[src/rtl/nsc_pkg.sv]
package nsc_pkg;

  typedef enum logic [1:0] {
    TAG_IDLE = 2'd0,
    TAG_DATA = 2'd1,
    TAG_ESC  = 2'd2,
    TAG_CODE = 2'd3
  } nibTag_t;

  typedef enum logic [2:0] {
    SEL_IDLE,
    SEL_HI,
    SEL_LO,
    SEL_ESC,
    SEL_MARK,
    SEL_SOC
  } nibSel_t;

  typedef struct packed {
    nibSel_t sel;
    logic    reload;
  } ctrlStrobe_t;

  localparam int NIB_W = 4;
  localparam logic [NIB_W-1:0] CODE_SOC  = 4'h4;
  localparam logic [NIB_W-1:0] CODE_MARK = 4'h8;
  localparam logic [NIB_W-1:0] ESC_VALUE = 4'h0;

endpackage

[src/rtl/nsc_ctrl.sv]
module nsc_ctrl
  import nsc_pkg::*;
#(
  parameter int CELL_BYTES = 53
) (
  input  logic        clk,
  input  logic        rstN,
  input  logic        inValid,
  input  logic        markReq,
  input  logic        periodDone,
  output logic        inReady,
  output ctrlStrobe_t strobe
);

  localparam int CNT_W = $clog2(CELL_BYTES);
  localparam logic [CNT_W-1:0] LAST_BYTE = CNT_W'(CELL_BYTES - 1);

  typedef enum logic [2:0] {ST_GAP, ST_MCODE, ST_SOC2, ST_HI, ST_LO} ctrlState_t;

  ctrlState_t state, nextState;
  logic [CNT_W-1:0] byteCnt;
  logic markPend, clrMark, socReset, latchReset;

  always_comb begin
    strobe     = '{sel: SEL_IDLE, reload: 1'b0};
    nextState  = state;
    clrMark    = 1'b0;
    latchReset = 1'b0;
    inReady    = (state == ST_HI);
    case (state)
      ST_GAP: begin
        if (markPend) begin
          strobe.sel = SEL_ESC;
          nextState  = ST_MCODE;
        end else if (inValid) begin
          strobe.sel = SEL_ESC;
          latchReset = 1'b1;
          nextState  = ST_SOC2;
        end
      end
      ST_MCODE: begin
        strobe.sel = SEL_MARK;
        clrMark    = 1'b1;
        nextState  = ST_GAP;
      end
      ST_SOC2: begin
        if (socReset) begin
          strobe.sel    = SEL_ESC;
          strobe.reload = 1'b1;
        end else begin
          strobe.sel = SEL_SOC;
        end
        nextState = ST_HI;
      end
      ST_HI: begin
        if (inValid) begin
          strobe.sel = SEL_HI;
          nextState  = ST_LO;
        end
      end
      ST_LO: begin
        strobe.sel = SEL_LO;
        nextState  = (byteCnt == LAST_BYTE) ? ST_GAP : ST_HI;
      end
      default: nextState = ST_GAP;
    endcase
  end

  always_ff @(posedge clk) begin
    if (!rstN) begin
      state    <= ST_GAP;
      byteCnt  <= '0;
      markPend <= 1'b0;
      socReset <= 1'b0;
    end else begin
      state    <= nextState;
      markPend <= (markPend & ~clrMark) | markReq;
      if (latchReset) socReset <= periodDone;
      if (state == ST_SOC2) byteCnt <= '0;
      else if (state == ST_LO) byteCnt <= byteCnt + 1'b1;
    end
  end

endmodule

[src/rtl/nsc_datapath.sv]
module nsc_datapath
  import nsc_pkg::*;
#(
  parameter int PRNG_W  = 10,
  parameter int TAP_EXP = 7
) (
  input  logic              clk,
  input  logic              rstN,
  input  ctrlStrobe_t       strobe,
  input  logic [2*NIB_W-1:0] inData,
  output logic [1:0]        outTag,
  output logic [NIB_W-1:0]  outNibble,
  output logic              periodDone,
  output logic [PRNG_W-1:0] prngState
);

  localparam logic [PRNG_W-1:0] PERIOD  = PRNG_W'((1 << PRNG_W) - 1);
  localparam logic [PRNG_W-1:0] ALL_ONE = '1;
  localparam int TAP_IDX = TAP_EXP - 1;

  logic [PRNG_W-1:0] prng, stepCnt, prngNext;
  logic [NIB_W-1:0]  loNib, mask, nibComb;
  nibTag_t           tagComb;
  logic              emit;

  // Each generator bit feeds one stage of a nibble-wide advance.
  logic [PRNG_W-1:0] stage [NIB_W+1];
  assign stage[0] = prng;
  for (genvar g = 0; g < NIB_W; g++) begin : g_step
    assign stage[g+1] = {stage[g][PRNG_W-2:0], stage[g][PRNG_W-1] ^ stage[g][TAP_IDX]};
  end
  assign prngNext = stage[NIB_W];

  assign mask       = prng[NIB_W-1:0];
  assign emit       = (strobe.sel != SEL_IDLE);
  assign periodDone = (stepCnt == PERIOD);
  assign prngState  = prng;

  always_comb begin
    tagComb = TAG_IDLE;
    nibComb = '0;
    case (strobe.sel)
      SEL_HI:   begin tagComb = TAG_DATA; nibComb = inData[2*NIB_W-1:NIB_W] ^ mask; end
      SEL_LO:   begin tagComb = TAG_DATA; nibComb = loNib ^ mask; end
      SEL_ESC:  begin tagComb = TAG_ESC;  nibComb = ESC_VALUE; end
      SEL_MARK: begin tagComb = TAG_CODE; nibComb = CODE_MARK; end
      SEL_SOC:  begin tagComb = TAG_CODE; nibComb = CODE_SOC; end
      default:  begin tagComb = TAG_IDLE; nibComb = '0; end
    endcase
  end

  always_ff @(posedge clk) begin
    if (!rstN) begin
      prng      <= ALL_ONE;
      stepCnt   <= PERIOD;
      loNib     <= '0;
      outTag    <= TAG_IDLE;
      outNibble <= '0;
    end else begin
      outTag    <= tagComb;
      outNibble <= nibComb;
      if (strobe.sel == SEL_HI) loNib <= inData[NIB_W-1:0];
      if (strobe.reload) begin
        prng    <= ALL_ONE;
        stepCnt <= '0;
      end else if (emit) begin
        prng <= prngNext;
        if (!periodDone) stepCnt <= stepCnt + 1'b1;
      end
    end
  end

endmodule

[src/rtl/nibble_scrambler_tx.sv]
module nibble_scrambler_tx
  import nsc_pkg::*;
#(
  parameter int CELL_BYTES = 53,
  parameter int PRNG_W     = 10,
  parameter int TAP_EXP    = 7
) (
  input  logic       clk,
  input  logic       rstN,
  input  logic       inValid,
  input  logic [7:0] inData,
  output logic       inReady,
  input  logic       markReq,
  output logic [1:0] outTag,
  output logic [3:0] outNibble
);

  ctrlStrobe_t       strobe;
  logic              periodDone;
  logic [PRNG_W-1:0] prngState;

  nsc_ctrl #(.CELL_BYTES(CELL_BYTES)) u_ctrl (
    .clk(clk), .rstN(rstN), .inValid(inValid), .markReq(markReq),
    .periodDone(periodDone), .inReady(inReady), .strobe(strobe)
  );

  nsc_datapath #(.PRNG_W(PRNG_W), .TAP_EXP(TAP_EXP)) u_dp (
    .clk(clk), .rstN(rstN), .strobe(strobe), .inData(inData),
    .outTag(outTag), .outNibble(outNibble), .periodDone(periodDone),
    .prngState(prngState)
  );

endmodule

[config.mk]
export PLATFORM = sky130hd
export DESIGN_NAME = nibble_scrambler_tx
export DESIGN_NICKNAME = d
export VERILOG_FILES = /design/src/rtl/nsc_pkg.sv /design/src/rtl/nsc_ctrl.sv /design/src/rtl/nsc_datapath.sv /design/src/rtl/nibble_scrambler_tx.sv
export SDC_FILE = /design/constraint.sdc
export NUM_CORES = 1
export LEC_CHECK = 0
export BUFFER_PORTS_ARGS = -buffer_cell sky130_fd_sc_hd__buf_2
export CAP_MARGIN = 10
export CELL_PAD_IN_SITES_DETAIL_PLACEMENT = 0
export CELL_PAD_IN_SITES_GLOBAL_PLACEMENT = 1
export CORE_MARGIN = 1.5
export CORE_UTILIZATION = 39
export DETAILED_ROUTE_END_ITERATION = 12
export PLACE_DENSITY = 0.83
export SKIP_CTS_REPAIR_TIMING = 1
export SLEW_MARGIN = 10
export SYNTH_ARGS = -nofsm -noshare
export SYNTH_HDL_FRONTEND = slang
export SYNTH_SLANG_ARGS = --single-unit
[constraint.sdc]
create_clock -name clk -period 1.6 [get_ports clk]
set_clock_uncertainty 0.05 [all_clocks]
set_input_delay 0.16 -clock clk [delete_from_list [all_inputs] [get_ports clk]]
set_output_delay 0.16 -clock clk [all_outputs]
set_load 0.01 [all_outputs]
Yosys cells after proc, flatten, opt, wreduce, memory -nomap -nowiden
Cells that the tools add are included.
{ "op_classes": {"add_sub_neg": 2, "eq_ne": 14, "n_mux": 21, "bitwise_logic": 10, "n_reduce_logical": 9} }
{ "op_table": {"columns": ["cell", "count"], "rows": [
  ["$mux W10", 3],
  ["$pmux W4 S4", 1],
  ["$mux W3", 5],
  ["$pmux W3 S5", 1],
  ["$eq A3 B2 Y1 const B", 4],
  ["$pmux W3 S4", 1],
  ["$add A10 B1 Y10 const B", 1],
  ["$eq A10 B10 Y1 const B", 1],
  ["$eq A3 B3 Y1 const B", 3],
  ["$reduce_or A2 Y1", 4],
  ["$xor A4 B4 Y4", 2],
  ["$mux W1", 7],
  ["$add A6 B1 Y6 const B", 1],
  ["$eq A3 B1 Y1 const B", 2],
  ["$eq A6 B6 Y1 const B", 1],
  ["$pmux W2 S3", 1],
  ["$mux W2", 2],
  ["$ne A2 B2 Y1 const B", 2],
  ["$reduce_and A2 Y1", 2],
  ["$xor A1 B1 Y1", 4],
  ["$logic_not A3 Y1", 1],
  ["$ne A3 B2 Y1 const B", 1],
  ["$reduce_bool A3 Y1", 1],
  ["$not A1 Y1", 2],
  ["other kinds (3)", 3]
]} }
{ "totals": {"ff_bits": 41, "out_inout_bits": 7} }

Longest topological paths before layout
{ "logic_depth": {"word_depth": 6, "depth_mapped": 8, "ltp_nobuf": 6} }

Cells and area by module
From an unflattened synthesis, not the netlist that was laid out.
{ "hier_totals": {"hier_cells": 244, "hier_area_um2": 2094.5} }
{ "modules_own_cells": {"columns": ["mod", "n_inst", "cells_per_inst", "area_per_inst_um2", "seq_area_each_um2"], "rows": [
  ["nsc_datapath", 1, 171, 1492.7, 600.6],
  ["nsc_ctrl", 1, 73, 601.8, 220.2]
]} }

Least setup slack after synthesis
Ideal clock, no wire load.
{ "synth_path": {"kind": "register -> register", "from": "reg u_ctrl.state[2]", "to": "reg u_dp.outNibble[2]", "arrival_ns": 1.432, "t_required_ns": 1.436, "setup_slack_ns": 0.004, "path_stages_with_launch": 8, "n_path_buf": 2, "path_cell_list": "dfxtp_1 buf_6 and3b_1 and2_1 buf_6 a221o_1 a21oi_1 nor2_1"} }
{ "synth_via": {"elab_chain_len": 4} }
{ "synth_rtl": {"columns": ["element", "line", "source"], "rows": [
  ["start: declaration", "nsc_ctrl.sv:20", "ctrlState_t state, nextState;"],
  ["start signal: assignment", "nsc_ctrl.sv:76", "state <= nextState;"],
  ["$eq A3 B2 Y1 *", null, null],
  ["net inReady", "nibble_scrambler_tx.sv:12", "output logic inReady,"],
  ["$pmux W3 S5 *", "nsc_ctrl.sv:30", "case (state)"],
  ["$eq A3 B3 Y1 (tied with other cells)", "nsc_datapath.sv:42", "case (strobe.sel)"],
  ["$pmux W4 S4 *", "nsc_datapath.sv:42", null],
  ["end signal: assignment", "nsc_datapath.sv:61", "outNibble <= nibComb;"],
  ["end: declaration", "nsc_datapath.sv:12", "output logic [NIB_W-1:0] outNibble,"]
]} }
The timed path passes the listed nets; every way through them passes the cells marked *.
A chain may end at the register's enable or synchronous reset.

Worst setup path in the final report
{ "layout_path": {"from": "reg u_ctrl.state[1]", "to": "reg u_dp.stepCnt[3]"} }
{ "layout_via": {"elab_chain_len": 5} }
{ "layout_rtl": {"columns": ["element", "line", "source"], "rows": [
  ["$eq A3 B3 Y1 (tied with other cells)", "nsc_ctrl.sv:30", null],
  ["$pmux W3 S5", "nsc_ctrl.sv:30", null],
  ["$reduce_bool A3 Y1", "nsc_datapath.sv:35", "assign emit = (strobe.sel != SEL_IDLE);"],
  ["$reduce_bool A2 Y1 (no source line)", null, null],
  ["$reduce_and A2 Y1 (no source line)", null, null],
  ["end signal: assignment", "nsc_datapath.sv:68", "if (!periodDone) stepCnt <= stepCnt + 1'b1;"],
  ["end: declaration", "nsc_datapath.sv:21", "logic [PRNG_W-1:0] prng, stepCnt, prngNext;"]
]} }
Parallel ways exist; a longest one is shown, timed or not.

==> impl_metrics.env <==
export IMPL_outcome="complete, but fails checks"
export IMPL_violations="setup timing"
export IMPL_num_antenna_cells=0
export IMPL_start_kind="register"
export IMPL_fillerInstances=454
export IMPL_slowest_stage="dfxtp_4"
export IMPL_ys_warnings_count=0
export IMPL_vdd_drop_max_mv=0.870
export IMPL_start_util_pct=40.5
export IMPL_gp_congestion=0.779
export IMPL_first_pass_iters=4
export IMPL_syn_inst=222
export IMPL_finalSetupViolCount=4
export IMPL_routed_wl_um=4320
export IMPL_ys_flop_type="dfxtp_1"
export IMPL_io_buffers=18
export IMPL_clockRootBuffer="clkbuf_8"
export IMPL_avgSynthCellArea_um2=8.61
export IMPL_placed_area_um2=2310
export IMPL_ys_ff_latch=41
export IMPL_insertion_delay_ns=0.29
export IMPL_path_common_cell="buf_4"
export IMPL_core_um2=4720
export IMPL_grt_pass1_wl_um=7240
export IMPL_syn_area_um2=1910
export IMPL_synth_cell_types=50
export IMPL_crit_chain="nor3_4 > nor3b_4 > buf_4 > buf_4 > nor4b_4 > xnor2_2 > o21ai_1"
export IMPL_worstMarginPinSlew_ns=0.377
export IMPL_relSlewSlack_pct=74.2
export IMPL_drc=0
export IMPL_cellLeakagePower_nw=1.08
export IMPL_die_area_um2=5330
export IMPL_clockBufferDepth=2
export IMPL_grt_pass1_vias=1663
export IMPL_cts_made_buffers=5
export IMPL_cts_sink_count=41
export IMPL_drive_gt1_share_pct=33.5
export IMPL_final_util_pct=54.1
export IMPL_ys_seq_area_share_pct=43.0
export IMPL_fin_area_um2=2550
export IMPL_critPathMaxFanout=6
export IMPL_final_hold_viol_count=0
export IMPL_drv_slew=0
export IMPL_layout_common_cells="nand2_1, dfxtp_1, buf_4"
export IMPL_initialDrtViolationCount=42
export IMPL_mostFrequentLayoutCell="nand2_1"
export IMPL_postSynth_asyncResetShare_pct=0
export IMPL_cp_top_family="simple AND/OR/NAND/NOR gates"
export IMPL_setup_ws_ns=-0.0348
export IMPL_rsz0062_at_grt="yes"
export IMPL_antenna_found_initial=0
export IMPL_syn_num_nets=237
export IMPL_dp_hpwl_um=3050
export IMPL_die_h_um=73.0
export IMPL_path_class="reg -> reg"
export IMPL_grt_max_degree=16
export IMPL_hold_path_class="in -> reg"
export IMPL_critPathMaxStageDelay_ns=0.38
export IMPL_synth_edf_count=0
export IMPL_post_drt_wl_per_cell_um=12.6
export IMPL_die_x_um=73.0
export IMPL_worstPathArrival_ns=1.76
export IMPL_rows=25
export IMPL_power_density_nw_per_um2=1410
export IMPL_cts_tree="built"
export IMPL_crit_required_ns=1.73
export IMPL_area_growth_pct=33.7
export IMPL_nets=289
export IMPL_h_tree_depth=2
export IMPL_grt_overflow=0
export IMPL_max_cap_violations=0
export IMPL_clkSlewWorstSetupHoldPaths_ns=0.08
export IMPL_postRouteAntennaNets=0
export IMPL_fmax_mhz=612
export IMPL_worst_setup_path_end_kind="register"
export IMPL_period_share_pct=102
export IMPL_timing_final_crit_period_ns=1.63
export IMPL_grtUsageTotal_pct=17.4
export IMPL_crit_buf_inv=2
export IMPL_io_pins=19
export IMPL_detail_route_vias_per_cell=5.11
export IMPL_vias=1747
## state kept, by name, indices dropped and copies added (netlist names)
register	flops
u_dp.prngState	10
u_dp.stepCnt	10
u_ctrl.byteCnt	6
u_dp.loNib	4
u_dp.outNibble	4
u_ctrl.state	3
u_dp.outTag	2
u_ctrl.markPend	1
u_ctrl.socReset	1
## area by class of cell
type                            instances  area, um2  share of cell area (%)
Clock inverter                          2       37.5                    1.47
Tap cell                               67       83.8                    3.28
Inverter                                5       18.8                   0.735
Sequential cell                        41        827                    32.4
Timing Repair Buffer                   56        395                    15.5
Multi-Input combinational cell        165       1110                    43.4
Clock buffer                            6       82.6                    3.23
## kinds of logic (layout without fill, tap and decap cells)
group | Yosys count | after routing | share of synthesized area [%]
and+or+nand+nor | 98 | 98 | 26.1
AOI/OAI and AO/OA | 50 | 50 | 17.6
DFF | 41 | 41 | 43.0
buffers and inverters | 16 | 69 | 4.98
xor gates and xnor gates | 13 | 13 | 5.96
adders and majority gates | 3 | 3 | 1.96
muxes | 1 | 1 | 0.524
## per-layer routing
metal	GRT usage (%)	vias up	wire length, um	share of wire, %
met5	0	-	0	0
met4	7.13	0	70	1.6
met3	4.28	8	109	2.5
met2	29.0	17	2030	47
met1	21.4	829	2110	49
li1	-	893	-	-
## cell usage after synthesis (2+ instances only)
cell type | instances | share of area (%)
o21ai_1 | 3 | 0.79
xnor2_1 | 9 | 4.1
and2_1 | 3 | 0.98
clkbuf_1 | 2 | 0.39
dfxtp_1 | 41 | 43
a21boi_0 | 2 | 0.79
nor3b_1 | 2 | 0.79
ha_1 | 3 | 2.0
nor3_1 | 8 | 2.1
buf_2 | 4 | 1.0
a21oi_1 | 14 | 3.7
buf_4 | 2 | 0.79
nor2_1 | 10 | 2.0
o221ai_1 | 2 | 0.92
a221oi_1 | 2 | 0.92
a221o_1 | 2 | 1.0
nand3_1 | 10 | 2.6
and3_1 | 3 | 0.98
buf_6 | 3 | 1.8
nand3b_1 | 2 | 0.79
o221a_2 | 2 | 1.2
o211ai_1 | 5 | 2.0
o21ai_0 | 10 | 2.6
nor2_2 | 2 | 0.65
inv_1 | 4 | 0.79
nor4_1 | 3 | 0.98
nand2_1 | 41 | 8.1
nand4_1 | 3 | 0.98
xor2_1 | 4 | 1.8
## through the flow
stage / cells / setup slack [ns] / hold WS (ns) / setup TNS (ns) / power, mW
floorplan: 222 / 0.00440 / 0.227 / 0 / 2.02
global placement: 334 / -0.0681 / 0.325 / -0.126 / 2.54
detailed placement: 334 / -0.0448 / 0.320 / -0.0752 / 2.56
CTS: 342 / -0.0766 / 0.0121 / -0.267 / 3.46
global route: 342 / -0.158 / 0.0155 / -1.21 / 3.84
finish: 342 / -0.0348 / 0.0182 / -0.0685 / 3.59
## path summary, 6_finish.rpt
kind / startpoint / to / slack, ns / depth (start not counted)
setup reg to reg: u_ctrl.state[1] / u_dp.stepCnt[3] / -0.03 / 7
setup / recovery: u_ctrl.state[1] / u_dp.stepCnt[3] / -0.03 / 7
hold / removal: markReq / u_ctrl.markPend / 0.02 / 3
hold reg to reg: u_dp.loNib[3] / u_dp.loNib[3] / 0.44 / 2
## worst register-to-register path: cells and delay by family, from the launching register on
kind                      cells  cell delay (ns)
AOI/OAI and AO/OA             1             0.08
xor gates and xnor gates      1             0.16
buffers and inverters         2             0.29
DFF                           1             0.38
and+or+nand+nor               3             0.56
## report_power, final
group / internal [mW] / switching (mW) / leakage [nW]
clock network: 0.507 / 0.367 / 0.0574
registers: 1.18 / 0.133 / 0.338
logic: 0.765 / 0.645 / 0.679
No activity file was read; power rests on OpenSTA's default activity.
